--- src/rtl/rrb_pkg.sv ---
package rrb_pkg;
  localparam int MIN_CELLS = 3;
  typedef enum logic [1:0] {RD_IDLE, RD_ADVANCE, RD_REPEAT} rd_choice_e;
endpackage

--- src/rtl/rrb_producer_flags.sv ---
module rrb_producer_flags #(
  parameter int N = 4
) (
  input  logic         clk,
  input  logic         rst_n,
  input  logic         wr_req,
  input  logic [N-1:0] cons_oh,
  output logic [N-1:0] prod_oh,
  output logic         wr_ready,
  output logic         store_en,
  output logic         prod_adv
);
  function automatic logic [N-1:0] step_fwd(input logic [N-1:0] v);
    return {v[N-2:0], v[N-1]};
  endfunction

  localparam logic [N-1:0] PROD_START = {{(N-2){1'b0}}, 2'b10};

  logic [N-1:0] prod_q;
  logic         hold_q;
  logic         accept, want, blocked;

  assign accept   = wr_req & ~hold_q;
  assign want     = accept | hold_q;
  assign blocked  = |(step_fwd(prod_q) & cons_oh);
  assign prod_adv = want & ~blocked;
  assign store_en = accept;
  assign wr_ready = ~hold_q;
  assign prod_oh  = prod_q;

  always_ff @(posedge clk or negedge rst_n) begin
    if (!rst_n) begin
      prod_q <= PROD_START;
      hold_q <= 1'b0;
    end else begin
      if (prod_adv) prod_q <= step_fwd(prod_q);
      hold_q <= want & ~prod_adv;
    end
  end


  prod_onehot_chk: assert property (@(posedge clk) disable iff (!rst_n) $onehot(prod_q));

  prod_step_chk: assert property (@(posedge clk) disable iff (!rst_n)
    prod_adv |=> prod_q == step_fwd($past(prod_q)));

  stall_ignore_chk: assert property (@(posedge clk) disable iff (!rst_n)
    !wr_ready |-> !store_en);

  stall_hold_chk: assert property (@(posedge clk) disable iff (!rst_n)
    (!wr_ready && blocked) |=> $stable(prod_q) && !wr_ready);
endmodule

--- src/rtl/rrb_consumer_flags.sv ---
module rrb_consumer_flags
  import rrb_pkg::*;
#(
  parameter int N = 4
) (
  input  logic         clk,
  input  logic         rst_n,
  input  logic         rd_req,
  input  logic [N-1:0] prod_oh,
  output logic [N-1:0] cons_oh,
  output logic [N-1:0] rd_sel_oh,
  output logic         rd_valid,
  output logic         rd_reread
);
  function automatic logic [N-1:0] step_fwd(input logic [N-1:0] v);
    return {v[N-2:0], v[N-1]};
  endfunction

  localparam logic [N-1:0] CONS_START = {{(N-1){1'b0}}, 1'b1};

  logic [N-1:0] cons_q;
  logic         seen_q, valid_q, reread_q;
  logic         clear;
  rd_choice_e   choice;

  assign clear = ~|(step_fwd(cons_q) & prod_oh);

  always_comb begin
    if (!rd_req)    choice = RD_IDLE;
    else if (clear) choice = RD_ADVANCE;
    else            choice = RD_REPEAT;
  end

  assign rd_sel_oh = (choice == RD_ADVANCE) ? step_fwd(cons_q) : cons_q;
  assign cons_oh   = cons_q;
  assign rd_valid  = valid_q;
  assign rd_reread = reread_q;

  always_ff @(posedge clk or negedge rst_n) begin
    if (!rst_n) begin
      cons_q   <= CONS_START;
      seen_q   <= 1'b0;
      valid_q  <= 1'b0;
      reread_q <= 1'b0;
    end else begin
      valid_q  <= rd_req;
      reread_q <= (choice == RD_REPEAT) & seen_q;
      if (rd_req) seen_q <= 1'b1;
      if (choice == RD_ADVANCE) cons_q <= step_fwd(cons_q);
    end
  end


  cons_onehot_chk: assert property (@(posedge clk) disable iff (!rst_n) $onehot(cons_q));

  never_block_chk: assert property (@(posedge clk) disable iff (!rst_n) rd_req |=> rd_valid);

  cons_step_chk: assert property (@(posedge clk) disable iff (!rst_n)
    rd_req |=> (cons_q == $past(cons_q)) || (cons_q == step_fwd($past(cons_q))));

  reread_stay_chk: assert property (@(posedge clk) disable iff (!rst_n)
    rd_reread |-> rd_valid && $stable(cons_q));
endmodule

--- src/rtl/rrb_cell_store.sv ---
module rrb_cell_store #(
  parameter int N = 4,
  parameter int W = 8,
  parameter logic [W-1:0] INIT_WORD = '0
) (
  input  logic         clk,
  input  logic         rst_n,
  input  logic         store_en,
  input  logic [N-1:0] wr_sel_oh,
  input  logic [W-1:0] wr_data,
  input  logic         rd_en,
  input  logic [N-1:0] rd_sel_oh,
  output logic [W-1:0] rd_data
);
  logic [W-1:0] cells [N];
  logic [W-1:0] pick;
  logic [W-1:0] out_q;

  for (genvar k = 0; k < N; k++) begin : g_cell
    localparam logic [W-1:0] RST_VAL = (k == 0) ? INIT_WORD : '0;
    always_ff @(posedge clk or negedge rst_n) begin
      if (!rst_n)                       cells[k] <= RST_VAL;
      else if (store_en && wr_sel_oh[k]) cells[k] <= wr_data;
    end
  end

  always_comb begin
    pick = '0;
    for (int k = 0; k < N; k++) begin
      if (rd_sel_oh[k]) pick = pick | cells[k];
    end
  end

  always_ff @(posedge clk or negedge rst_n) begin
    if (!rst_n)     out_q <= '0;
    else if (rd_en) out_q <= pick;
  end

  assign rd_data = out_q;
endmodule

--- src/rtl/rrb_buffer.sv ---
module rrb_buffer #(
  parameter int N = 4,
  parameter int W = 8,
  parameter logic [W-1:0] INIT_WORD = '0
) (
  input  logic         clk,
  input  logic         rst_n,
  input  logic         wr_req,
  input  logic [W-1:0] wr_data,
  output logic         wr_ready,
  input  logic         rd_req,
  output logic [W-1:0] rd_data,
  output logic         rd_valid,
  output logic         rd_reread
);
  logic [N-1:0] prod_oh, cons_oh, rd_sel_oh;
  logic         store_en, prod_adv;

  rrb_producer_flags #(.N(N)) u_prod (
    .clk(clk), .rst_n(rst_n), .wr_req(wr_req), .cons_oh(cons_oh),
    .prod_oh(prod_oh), .wr_ready(wr_ready), .store_en(store_en), .prod_adv(prod_adv)
  );

  rrb_consumer_flags #(.N(N)) u_cons (
    .clk(clk), .rst_n(rst_n), .rd_req(rd_req), .prod_oh(prod_oh),
    .cons_oh(cons_oh), .rd_sel_oh(rd_sel_oh), .rd_valid(rd_valid), .rd_reread(rd_reread)
  );

  rrb_cell_store #(.N(N), .W(W), .INIT_WORD(INIT_WORD)) u_store (
    .clk(clk), .rst_n(rst_n), .store_en(store_en), .wr_sel_oh(prod_oh),
    .wr_data(wr_data), .rd_en(rd_req), .rd_sel_oh(rd_sel_oh), .rd_data(rd_data)
  );


  cells_apart_chk: assert property (@(posedge clk) disable iff (!rst_n)
    (prod_oh & cons_oh) == '0);

  store_read_apart_chk: assert property (@(posedge clk) disable iff (!rst_n)
    (store_en && rd_req) |-> (prod_oh & rd_sel_oh) == '0);

  both_move_apart_chk: assert property (@(posedge clk) disable iff (!rst_n)
    (prod_adv && rd_req) |=> (prod_oh & cons_oh) == '0);
endmodule

--- config.mk ---
export PLATFORM = sky130hd
export DESIGN_NAME = rrb_buffer
export DESIGN_NICKNAME = d
export VERILOG_FILES = /design/src/rtl/rrb_pkg.sv /design/src/rtl/rrb_producer_flags.sv /design/src/rtl/rrb_consumer_flags.sv /design/src/rtl/rrb_cell_store.sv /design/src/rtl/rrb_buffer.sv
export SDC_FILE = /design/constraint.sdc
export NUM_CORES = 1
export LEC_CHECK = 0
export BUFFER_PORTS_ARGS = -buffer_cell sky130_fd_sc_hd__buf_2
export CAP_MARGIN = 15
export CORE_MARGIN = 2
export CORE_UTILIZATION = 55
export DETAILED_ROUTE_END_ITERATION = 10
export PLACE_DENSITY = 0.75
export SETUP_SLACK_MARGIN = 0.15
export SYNTH_ARGS = -nofsm -noshare
export SYNTH_HDL_FRONTEND = slang
export SYNTH_SLANG_ARGS = --single-unit
--- constraint.sdc ---
create_clock -name clk -period 2.47 [get_ports clk]
set_input_delay 0.247 -clock clk [delete_from_list [all_inputs] [get_ports clk]]
set_output_delay 0.247 -clock clk [all_outputs]
set_load 0.005 [all_outputs]
==> results of run 1 <==
routing by layer:
layer	up-vias	wire length, um	part of all wire (%)
li1	769	-	-
met1	896	2162	40
met2	59	2937	54
met3	8	261	4.8
met4	0	87	1.6
met5	-	0	0
cells in the mapped netlist:
cell type,instances,area [sq um]
a21boi_1,1,7.510
a21oi_1,1,5.000
a221oi_2,1,15.01
a22o_1,2,17.52
a22oi_1,1,7.510
a22oi_4,1,21.27
a311oi_1,8,70.07
a31o_1,1,8.760
a31oi_2,1,12.51
a41o_1,2,20.02
a41oi_1,8,70.07
and2_1,3,18.77
and3_1,1,6.260
buf_1,1,3.750
buf_2,4,20.02
buf_4,1,7.510
buf_6,3,33.78
clkbuf_1,3,11.26
dfrtp_1,50,1251
dfstp_2,2,52.55
inv_1,3,11.26
mux2_1,4,45.04
mux2_2,33,371.6
nand2_1,15,56.30
nand2b_1,1,6.260
nand3_1,1,5.000
nand3_2,1,10.01
nor2_1,11,41.29
nor2b_1,3,18.77
nor4b_1,8,70.07
o21ai_0,16,80.08
o21ai_1,1,5.000
o31a_1,1,8.760
or2_1,1,6.260
or2_2,1,6.260
flip-flops by register name, indices dropped and copies added (netlist names):
| register | flops |
|---|---|
| u_store.cells | 32 |
| u_store.rd_data | 8 |
| u_cons.cons_oh | 4 |
| u_prod.prod_oh | 4 |
| u_cons.rd_reread | 1 |
| u_cons.rd_valid | 1 |
| u_cons.seen_q | 1 |
| u_prod.hold_q | 1 |
worst register-to-register path: cells and delay by family, from the launching register on:
family,cells,cell delay [ns]
DFF,1,0.49
and+or+nand+nor,1,0.25
AOI/OAI and AO/OA,3,0.90
kinds of logic (layout without fill, tap and decap cells):
family                 count (synthesis)  in the layout  share of synthesized area, %
DFF                                   52             52                         54.27
buffers and inverters                 15             36                         3.646
AOI/OAI and AO/OA                     45             45                         14.53
muxes                                 37             37                         17.34
and+or+nand+nor                       46             46                         10.21
worst paths after layout:
path                                         from                 end  slack, ns  depth (start not counted)
max in group asynchronous                   rst_n   u_prod.prod_oh[1]       1.72                          3
worst min register to register      u_cons.seen_q       u_cons.seen_q       0.50                          1
worst max-delay path            u_prod.prod_oh[0]  u_store.rd_data[0]       0.69                          4
min in group asynchronous                   rst_n   u_store.cells[12]       0.46                          3
worst max register to register  u_prod.prod_oh[0]  u_store.rd_data[0]       0.69                          4
worst min-delay path                       wr_req       u_prod.hold_q       0.19                          3
metrics by stage:
step	power (uW)	area (sq um)
2_1_floorplan	1091	2402
3_3_place_gp	1148	2516
3_5_place_dp	1162	2516
4_1_cts	1768	2648
5_1_grt	1833	2648
6_report	1762	2648
report_power, final:
group | switching, uW | leakage [uW] | internal [uW]
Clock | 279 | 0.0000614 | 331
Sequential | 53.2 | 0.000699 | 887
Combinational | 145 | 0.000508 | 65.9
Total | 477 | 0.00127 | 1280
final cells by class:
type                            count  area [sq um]  share of cell area, %
Tap cell                           52         65.06                  2.457
Sequential cell                    52          1304                  49.24
Clock buffer                        6         82.58                  3.119
Clock inverter                      2         38.79                  1.465
Timing Repair Buffer               25         135.1                  5.104
Inverter                            3         11.26                 0.4253
Multi-Input combinational cell    128          1011                  38.19
timing repair:
item / in CTS / in global routing
hold buffers: 1 / 0
hold endpoints to repair: 50 / 0
gates resized for setup: 0 / 0
cells in the final DEF (no fill, tap or decap), types with 2 or more instances in the layout:
master | synthesis | routed
a22o_1 | 2 | 2
a311oi_1 | 8 | 8
a41o_1 | 2 | 2
a41oi_1 | 8 | 8
and2_1 | 3 | 3
buf_2 | 4 | 22
buf_4 | 1 | 2
clkbuf_8 | 0 | 6
dfrtp_1 | 50 | 50
dfstp_2 | 2 | 2
inv_1 | 3 | 3
mux2_1 | 4 | 4
mux2_2 | 33 | 33
nand2_1 | 15 | 15
nor2_1 | 11 | 11
nor2b_1 | 3 | 3
nor4b_1 | 8 | 8
o21ai_0 | 16 | 16
==> impl_metrics.csv, run 1 <==
group,metric,value,unit
clocking,cts.sinks,52,
global_route,grt_pass1_vias,1768,
power_and_ir_drop,ir_drop,0.2793,mV
final_layout,final_cells,268,
critical_path,max_stage_delay,0.49,ns
placed_design,dp_slack,0.7264,ns
timing,maxSlewViolCount,0,
route,drt_iter0_markers,192,
final_layout,antenna_cells,0,
die,core,4294,sq um
status,outcome,"finished, final reports clean",
placed_design,numPortBuffers,22,
die,die_h,70.09,um
clocking,clock_tree.root_cell,"clkbuf_8",
clocking,post-cts-setup-buffer-count,0,
timing,worst_slew_pin_slew,0.6089,ns
route,ant_nets,0,
placed_design,placed_cells,259,
placed_design,dp_hpwl,3769,um
final_layout,utilization,61.66,%
synth,synth_area_per_cell,12.32,sq um
clocking,clock_latency,0.31,ns
global_route,antenna_found_initial,0,
placed_design,gp_congestion,0.8197,
synth,synth_seq_area_share,54.27,%
critical_path,critical-path-top-delay-family,"compound AO/OA/AOI/OAI gates",
die,num_rows,24,
critical_path,critPathKind,"flop to flop",
clocking,clk_pin_slew,0.09,ns
route,drt-total-wl,5448,um
global_route,grt_most_used_layer,"met2",
global_route,grt_remaining_overflow,0,
timing,hold_viol_final,0,
route,vias_per_cell,6.463,
final_layout,fill_cells,357,
timing,finalSetupViolCount,0,
min_path,min_path_type,"primary input to flop",
critical_path,end_kind,"flop",
route,dr.pass1.iters,4,
global_route,grt_usage,24.21,%
power_and_ir_drop,powerDensity,665.5,nW/um^2
global_route,grt_pass1_wl,9073,um
synth,synthCells,195,
final_layout,synthToLayoutAreaGrowth,10.21,%
global_route,use_met1,29.87,%
synth,syn_area,2402,sq um
route,post_drt_wl_per_cell,20.33,um
timing,slew_headroom,59.32,%
timing,fin_skew,0.004876,ns
die,ioPinCount,23,
timing,fin_crit,1.781,ns
final_layout,drive_gt1_share,33.33,%
clocking,numCtsBuffers,5,
global_route,use_met3,5.051,%
critical_path,cp_max_fo,9,
clocking,cts_max_level,2,
global_route,grt_use_met2,41.06,%
critical_path,critPathSlowestCell,"dfrtp_1",
clocking,clockBufferDepth,2,
timing,fmax,0.5616,GHz
die,initial_utilization,55.94,%
timing,rsz0062_at_grt,"false",
power_and_ir_drop,leakagePower,0.001268,uW
die,die_w,70.09,um
critical_path,startpoint_type,"flop",
timing,holdWs,0.1912,ns
route,drc,0,
synth,synth_nets,207,
critical_path,crit_buf_inv,0,
route,vias,1732,
synth,ys_ff_latch,52,
timing,fin_crit_sh,72.09,%
job,drv_cap,0,
clocking,cts_tree,"built",
timing,setup_slack,0.6893,ns
critical_path,critical_path_arrival,1.95,ns
global_route,grt_start_max_net_pins,29,
critical_path,critPathRequiredTime,2.64,ns
critical_path,crit_chain,"a22oi_4 > nand3_2 > a311oi_1 > a41oi_1",
synth,synthDistinctLibCells,35,
synth,ys_warn_count,0,
final_layout,nets,227,
timing,setup_tns,0,ns
die,die_area,4913,sq um
Note: power is estimated with default switching activity, not from simulation.
==> inputs of run 2 (changes only) <==
--- a/config.mk
+++ b/config.mk
@@ -5,12 +5,13 @@
 export SDC_FILE = /design/constraint.sdc
 export NUM_CORES = 1
 export LEC_CHECK = 0
+export ABC_AREA = 1
 export BUFFER_PORTS_ARGS = -buffer_cell sky130_fd_sc_hd__buf_2
 export CAP_MARGIN = 15
 export CORE_MARGIN = 2
-export CORE_UTILIZATION = 55
+export CORE_UTILIZATION = 52
 export DETAILED_ROUTE_END_ITERATION = 10
-export PLACE_DENSITY = 0.75
+export PLACE_DENSITY = 0.74
 export SETUP_SLACK_MARGIN = 0.15
 export SYNTH_ARGS = -nofsm -noshare
 export SYNTH_HDL_FRONTEND = slang
==> constraint.sdc (replaced) <==
create_clock -name clk -period 1.5 [get_ports clk]
set_input_delay 0.15 -clock clk [delete_from_list [all_inputs] [get_ports clk]]
set_output_delay 0.15 -clock clk [all_outputs]
set_load 0.005 [all_outputs]
==> run 2 against run 1 <==
Against the previous run: die area is 0.87% higher; non-clock buffer count is 15 higher; sequential cell count stayed put; clock-buffer cell count stayed put; critical endpoint is now u_store.rd_data[7]; combinational power is 32% lower; the run now ends with negative setup slack left; first-iteration DRC count is 9.4% lower; critical path depth is 5 higher; design area is 9.5% higher; clock power is 27% higher; via count is 14% higher.
==> impl_metrics.csv, run 2 <==
group,metric,value,unit
critical_path,critical_path_arrival,1.73,ns
synth,synth_area_per_cell,9.024,sq um
placed_design,postPlaceCellArea,2507,sq um
power_and_ir_drop,ir_drop,0.5644,mV
timing,setup_tns,-0.05529,ns
timing,worst_slew_pin_slew,0.5969,ns
placed_design,gp_congestion,0.8332,
clocking,clk_pin_slew,0.09,ns
synth,ys_ff_latch,52,
synth,syn_area,2292,sq um
final_layout,layout_common_cells,"dfrtp_1 (50), nand2_1 (47), nand3_1 (37)",
critical_path,cp_max_fo,5,
final_layout,final_cells,355,
die,die_h,70.40,um
timing,slew_headroom,60.21,%
placed_design,placed_cells,331,
synth,synth-edff-count,0,
synth,synth_top_area_share,54.59,%
critical_path,crit_chain,"nand2_2 > nand2_4 > nor2_8 > buf_12 > nand3_4 > nand3_1 > nand3_1 > nor2_2 > nor2_1",
route,ant_nets,0,
route,dr.pass1.iters,4,
synth,synth_seq_area_share,56.88,%
final_layout,drive_gt1_share,28.71,%
final_layout,synthToLayoutAreaGrowth,26.47,%
die,die_area,4955,sq um
clocking,cts.sinks,52,
critical_path,crit_top_cell,"nand3_1",
timing,fin_crit,1.532,ns
final_layout,seqCellArea,1304,sq um
synth,synthDistinctLibCells,19,
timing,fin_crit_sh,102.1,%
power_and_ir_drop,leakagePower,0.001347,uW
critical_path,critPathKind,"flop to flop",
clocking,numCtsBuffers,5,
final_layout,largest_reg_flops,32,
power_and_ir_drop,powerDensity,807.4,nW/um^2
min_path,min_from,"wr_data[5]",
critical_path,max_stage_delay,0.42,ns
synth,async_flop_share,100.0,%
synth,synth_nets,266,
final_layout,fill_cells,338,
status,outcome,"finished with violations",
timing,finalSetupViolCount,5,
timing,setup_slack,-0.03156,ns
final_layout,largest-register,"u_store.cells",
global_route,grt_pass1_wl,9032,um
critical_path,end_kind,"flop",
synth,yosysTopAreaCell,"dfrtp_1",
critical_path,critPathSlowestCell,"dfrtp_1",
route,drt-total-wl,5621,um
synth,yosys.cell_count.top_type,"dfrtp_1",
synth,synth_common_cells,"dfrtp_1 (50), nand2_1 (49), nand3_1 (44)",
final_layout,final_common_cell,"dfrtp_1",
final_layout,nets,314,
route,vias,1980,
synth,ys_warn_count,0,
critical_path,critical-path-top-delay-family,"simple AND/OR/NAND/NOR gates",
synth,synthCells,254,
clocking,cts_max_level,2,
synth,synthFlopType,"dfrtp_1",
timing,holdWs,0.1353,ns
die,initial_utilization,53.38,%
clocking,cts_tree,"built",
timing,fmax,0.6529,GHz
final_layout,design_area,2899,sq um
job,drv_cap,0,
final_layout,multiInputGateArea,1101,sq um
die,die_w,70.40,um
timing,maxSlewViolCount,0,
synth,synth_area_leaders,"dfrtp_1 (55%), nand3_1 (9.6%), nand2_1 (8.0%)",
die,ioPinCount,23,
route,drc,0,
global_route,antenna_found_initial,0,
route,post_drt_wl_per_cell,15.83,um
global_route,grt_pass1_vias,1856,
status,violations,"negative setup slack",
critical_path,crit_buf_inv,1,
timing,fin_skew,0.01090,ns
critical_path,critPathRequiredTime,1.70,ns
die,core,4294,sq um
critical_path,worstReg2RegStart,"u_cons.cons_oh[3]",
critical_path,startpoint_type,"flop",
global_route,grt_usage,23.62,%
min_path,min_path_type,"primary input to flop",
global_route,grt_remaining_overflow,0,
critical_path,cp-startpoint,"u_cons.cons_oh[3]",
timing,rsz0062_at_grt,"true",
timing,hold_viol_final,0,
clocking,clock_latency,0.31,ns
placed_design,dp_hpwl,3296,um
final_layout,antenna_cells,0,
route,vias_per_cell,5.577,
clocking,clock_tree.root_cell,"clkbuf_8",
placed_design,numPortBuffers,22,
route,drt_iter0_markers,174,
global_route,grt_start_max_net_pins,53,
die,num_rows,24,
clocking,clockBufferDepth,2,
==> run 2: cell count changes after synthesis, sizes merged, moves of 3 or more <==
cell / delta
inv: +16
o21ai: +20
mux2: -37
nand2: +44
nor2: +16
a41oi: -8
buf: -8
a311oi: -8
nor2b: -3
nand3: +46
nor4b: -8
==> run 2: timing repair <==
item,in CTS,in global routing
pin swaps,0,4
cloned,7,0
gates resized for setup,15,16
hold buffers,1,0
setup buffers,4,4
endpoints found under the setup margin,12,15
hold endpoints to repair,50,0
==> run 2: worst paths after layout <==
| path | to | slack [ns] | cells past startpoint |
|---|---|---|---|
| max | u_store.rd_data[7] | -0.03 | 9 |
| min | u_store.cells[29] | 0.14 | 3 |
| max reg2reg | u_store.rd_data[7] | -0.03 | 9 |
| min reg2reg | u_cons.seen_q | 0.48 | 2 |
| max in group asynchronous | u_prod.prod_oh[1] | 0.87 | 3 |
| min in group asynchronous | u_cons.rd_valid | 0.35 | 3 |
==> run 2: cells by family after synthesis <==
family                 after synthesis  share of synthesized area (%)
AOI/OAI and AO/OA                   38                          8.460
buffers and inverters               25                          4.858
DFF                                 52                          56.88
and+or+nand+nor                    139                          29.80
==> run 2: cell type report <==
| type | instances | share of cell area, % |
|---|---|---|
| flip-flops and latches | 52 | 44.97 |
| multi-input cells | 184 | 37.98 |
| repair buffers | 40 | 9.409 |
| clock buffers | 6 | 2.503 |
| inverters | 19 | 2.460 |
| well taps | 52 | 2.244 |
| clock inverters | 2 | 0.4316 |
==> run 2: per-stage QoR <==
step	utilization, %	setup slack [ns]	total power, uW
3_5_place_dp	58.39	0.005847	1579
6_report	67.51	-0.03156	2341
3_3_place_gp	58.39	0.007641	1577
5_1_grt	67.51	-0.1007	2434
4_1_cts	65.59	0.01301	2352
2_1_floorplan	-	0.1847	1505
==> run 2: worst register-to-register path, cell delays in order (launching register included) <==
cell and delay (ns):
dfrtp_1 0.42, nand2_2 0.09, nand2_4 0.08, nor2_8 0.17, buf_12 0.15, nand3_4 0.12, nand3_1 0.15, nand3_1 0.10
nor2_2 0.10, nor2_1 0.04
==> run 2: report_power, final <==
part	internal (uW)	leakage [uW]	switching (uW)	total, uW
Sequential	1420	0.000685	7.93	1420
Clock	327	0.0000412	447	774
Combinational	48.9	0.000621	93.8	143
Total	1790	0.00135	548	2340
==> run 2: metal layers <==
layer,routed length (um),GRT usage [%],share of wire [%]
met5,0,0,0
met2,2813,36.79,50
met4,140,11.54,2.5
met3,271,5.195,4.8
met1,2396,31.29,43
==> inputs of run 3 (changes only) <==
--- a/config.mk
+++ b/config.mk
@@ -12,6 +12,7 @@
 export CORE_UTILIZATION = 52
 export DETAILED_ROUTE_END_ITERATION = 10
 export PLACE_DENSITY = 0.74
+export REMOVE_ABC_BUFFERS = 1
 export SETUP_SLACK_MARGIN = 0.15
 export SYNTH_ARGS = -nofsm -noshare
 export SYNTH_HDL_FRONTEND = slang
==> run 3 against run 2 <==
Against the previous run: the flow still finishes with violations (negative setup slack); sequential share of layout area is 2.7 points higher; via count is 7.4% lower; clock skew is 0.0023 ns higher; core utilization is 3.8 points lower; global-route usage is 2.2 points lower; maximum frequency is 0.11% higher; clock-buffer cell count is 1 higher; cell count is 2.5% lower; sequential cell count stayed put; largest cell class unchanged.
==> impl_metrics.csv, run 3 (synthesis results as in run 2) <==
group,metric,value,unit
critical_path,cp_max_fo,6,
critical_path,critical-path-top-delay-family,"simple AND/OR/NAND/NOR gates",
route,drt_iter0_markers,162,
power_and_ir_drop,leakagePower,0.001338,uW
die,die_h,70.40,um
timing,holdWs,0.1389,ns
die,initial_utilization,53.38,%
route,vias,1834,
timing,slew_headroom,67.00,%
power_and_ir_drop,ir_drop,0.5873,mV
route,post_drt_wl_per_cell,14.53,um
global_route,grt_remaining_overflow,0,
timing,setup_slack,-0.02988,ns
final_layout,fill_cells,356,
final_layout,antenna_cells,0,
clocking,clock_latency,0.31,ns
critical_path,crit_buf_inv,1,
critical_path,critPathSlowestCell,"dfrtp_1",
route,vias_per_cell,5.301,
route,dr.pass1.iters,4,
final_layout,largest_reg_flops,32,
route,drc,0,
placed_design,gp_congestion,0.8825,
timing,fin_crit_sh,102.0,%
clocking,numCtsBuffers,5,
critical_path,critical_path_arrival,1.72,ns
critical_path,reg2regPathDepth,9,
timing,fin_skew,0.01325,ns
clocking,cts_max_level,2,
timing,finalSetupViolCount,6,
die,num_rows,24,
final_layout,synthToLayoutAreaGrowth,19.43,%
timing,worst_slew_pin_slew,0.4950,ns
critical_path,end_kind,"flop",
timing,rsz0062_at_grt,"true",
clocking,clk_pin_slew,0.09,ns
critical_path,critPathKind,"flop to flop",
clocking,clock_tree.root_cell,"clkbuf_8",
global_route,grt_start_max_net_pins,33,
final_layout,nets,305,
power_and_ir_drop,powerDensity,944.5,nW/um^2
clocking,clockBufferDepth,2,
job,drv_cap,0,
final_layout,utilization,63.75,%
global_route,antenna_found_initial,0,
timing,fmax,0.6536,GHz
global_route,grt_pass1_wl,8155,um
die,core,4294,sq um
min_path,hold_path_depth,3,
critical_path,cp_num_cells,9,
critical_path,startpoint_type,"flop",
placed_design,dp_slack,-0.01095,ns
die,die_area,4955,sq um
status,outcome,"finished with violations",
route,drt-total-wl,5027,um
clocking,cts_tree,"built",
die,ioPinCount,23,
power_and_ir_drop,design_power_total,2586,uW
final_layout,layout_common_cells,"dfrtp_1 (50), nand2_1 (49), nand3_1 (44)",
placed_design,numPortBuffers,22,
timing,hold_viol_final,0,
critical_path,critPathRequiredTime,1.69,ns
min_path,min_path_type,"primary input to flop",
global_route,grt_pass1_vias,1684,
route,ant_nets,0,
final_layout,drive_gt1_share,22.79,%
timing,fin_crit,1.530,ns
global_route,grt_usage,21.38,%
final_layout,largest-register,"u_store.cells",
clocking,cts.sinks,52,
timing,setup_tns,-0.1189,ns
critical_path,crit_chain,"nand2_1 > nand2_2 > nor2_8 > nand3_4 > buf_6 > nand3_1 > nand3_1 > nor2_1 > nor2_1",
die,die_w,70.40,um
status,violations,"negative setup slack",
placed_design,dp_hpwl,3316,um
timing,maxSlewViolCount,0,
critical_path,max_stage_delay,0.41,ns
final_layout,final_common_cell,"dfrtp_1",
## run 3: changes by cell type in the layout (fill, tap and decap cells not counted), moves of 2 or more
cell      change
o21ai_1       -4
nand3_2      -10
buf_4         -2
nand2_1       +2
nor2_2        -2
nand3_1       +7
o21ai_0       +4
nor2_1        +2
nand2_8       -4
clkbuf_8      +2
## run 3: worst min-delay path, delay by kind of cell
family / cells / cell delay (ns)
and+or+nand+nor: 2 / 0.13
buffers and inverters: 1 / 0.13
## run 3: power breakdown
part	internal (uW)	switching, uW
clock network	589	442
registers	1420	7.92
logic	45.7	84.5
## run 3: worst paths after layout
path	startpoint	slack (ns)	endpoint
min reg2reg	u_cons.seen_q	0.48	u_cons.seen_q
max in group asynchronous	rst_n	0.62	u_store.cells[9]
max	u_cons.cons_oh[3]	-0.03	u_store.rd_data[4]
min in group asynchronous	rst_n	0.33	u_prod.prod_oh[3]
max reg2reg	u_cons.cons_oh[3]	-0.03	u_store.rd_data[4]
min	wr_req	0.14	u_prod.hold_q
## run 3: final cells by class
type	count	area [sq um]	area share (%)
sequential	52	1304	47.62
multi-input combinational	177	922.1	33.68
timing repair buffer	38	249.0	9.095
clock buffer	7	96.34	3.519
inverter	19	71.32	2.605
tap	52	65.06	2.377
clock inverter	1	30.03	1.097
## run 3: repair_timing
item                                    4_1_cts  5_1_grt
gates cloned                                  0        0
endpoints found under the setup margin       12       14
pin swaps                                     1        2
gates resized for setup                       4        6
hold buffers                                  1        0
hold endpoints to repair                     18        0
setup buffers                                 1        5
## run 3: through the flow
step | std cells | area [sq um]
floorplan | 248 | 2252
global placement | 331 | 2507
detailed placement | 331 | 2507
CTS | 341 | 2673
global route | 346 | 2738
finish | 346 | 2738
## run 3: routing by layer
layer	vias up	share of wire (%)	routed length (um)	GRT usage, %
li1	913	-	-	-
met1	863	45	2283	29.51
met2	52	48	2414	33.33
met3	6	5.2	262	4.906
met4	0	1.3	66	7.479
met5	-	0	0	0
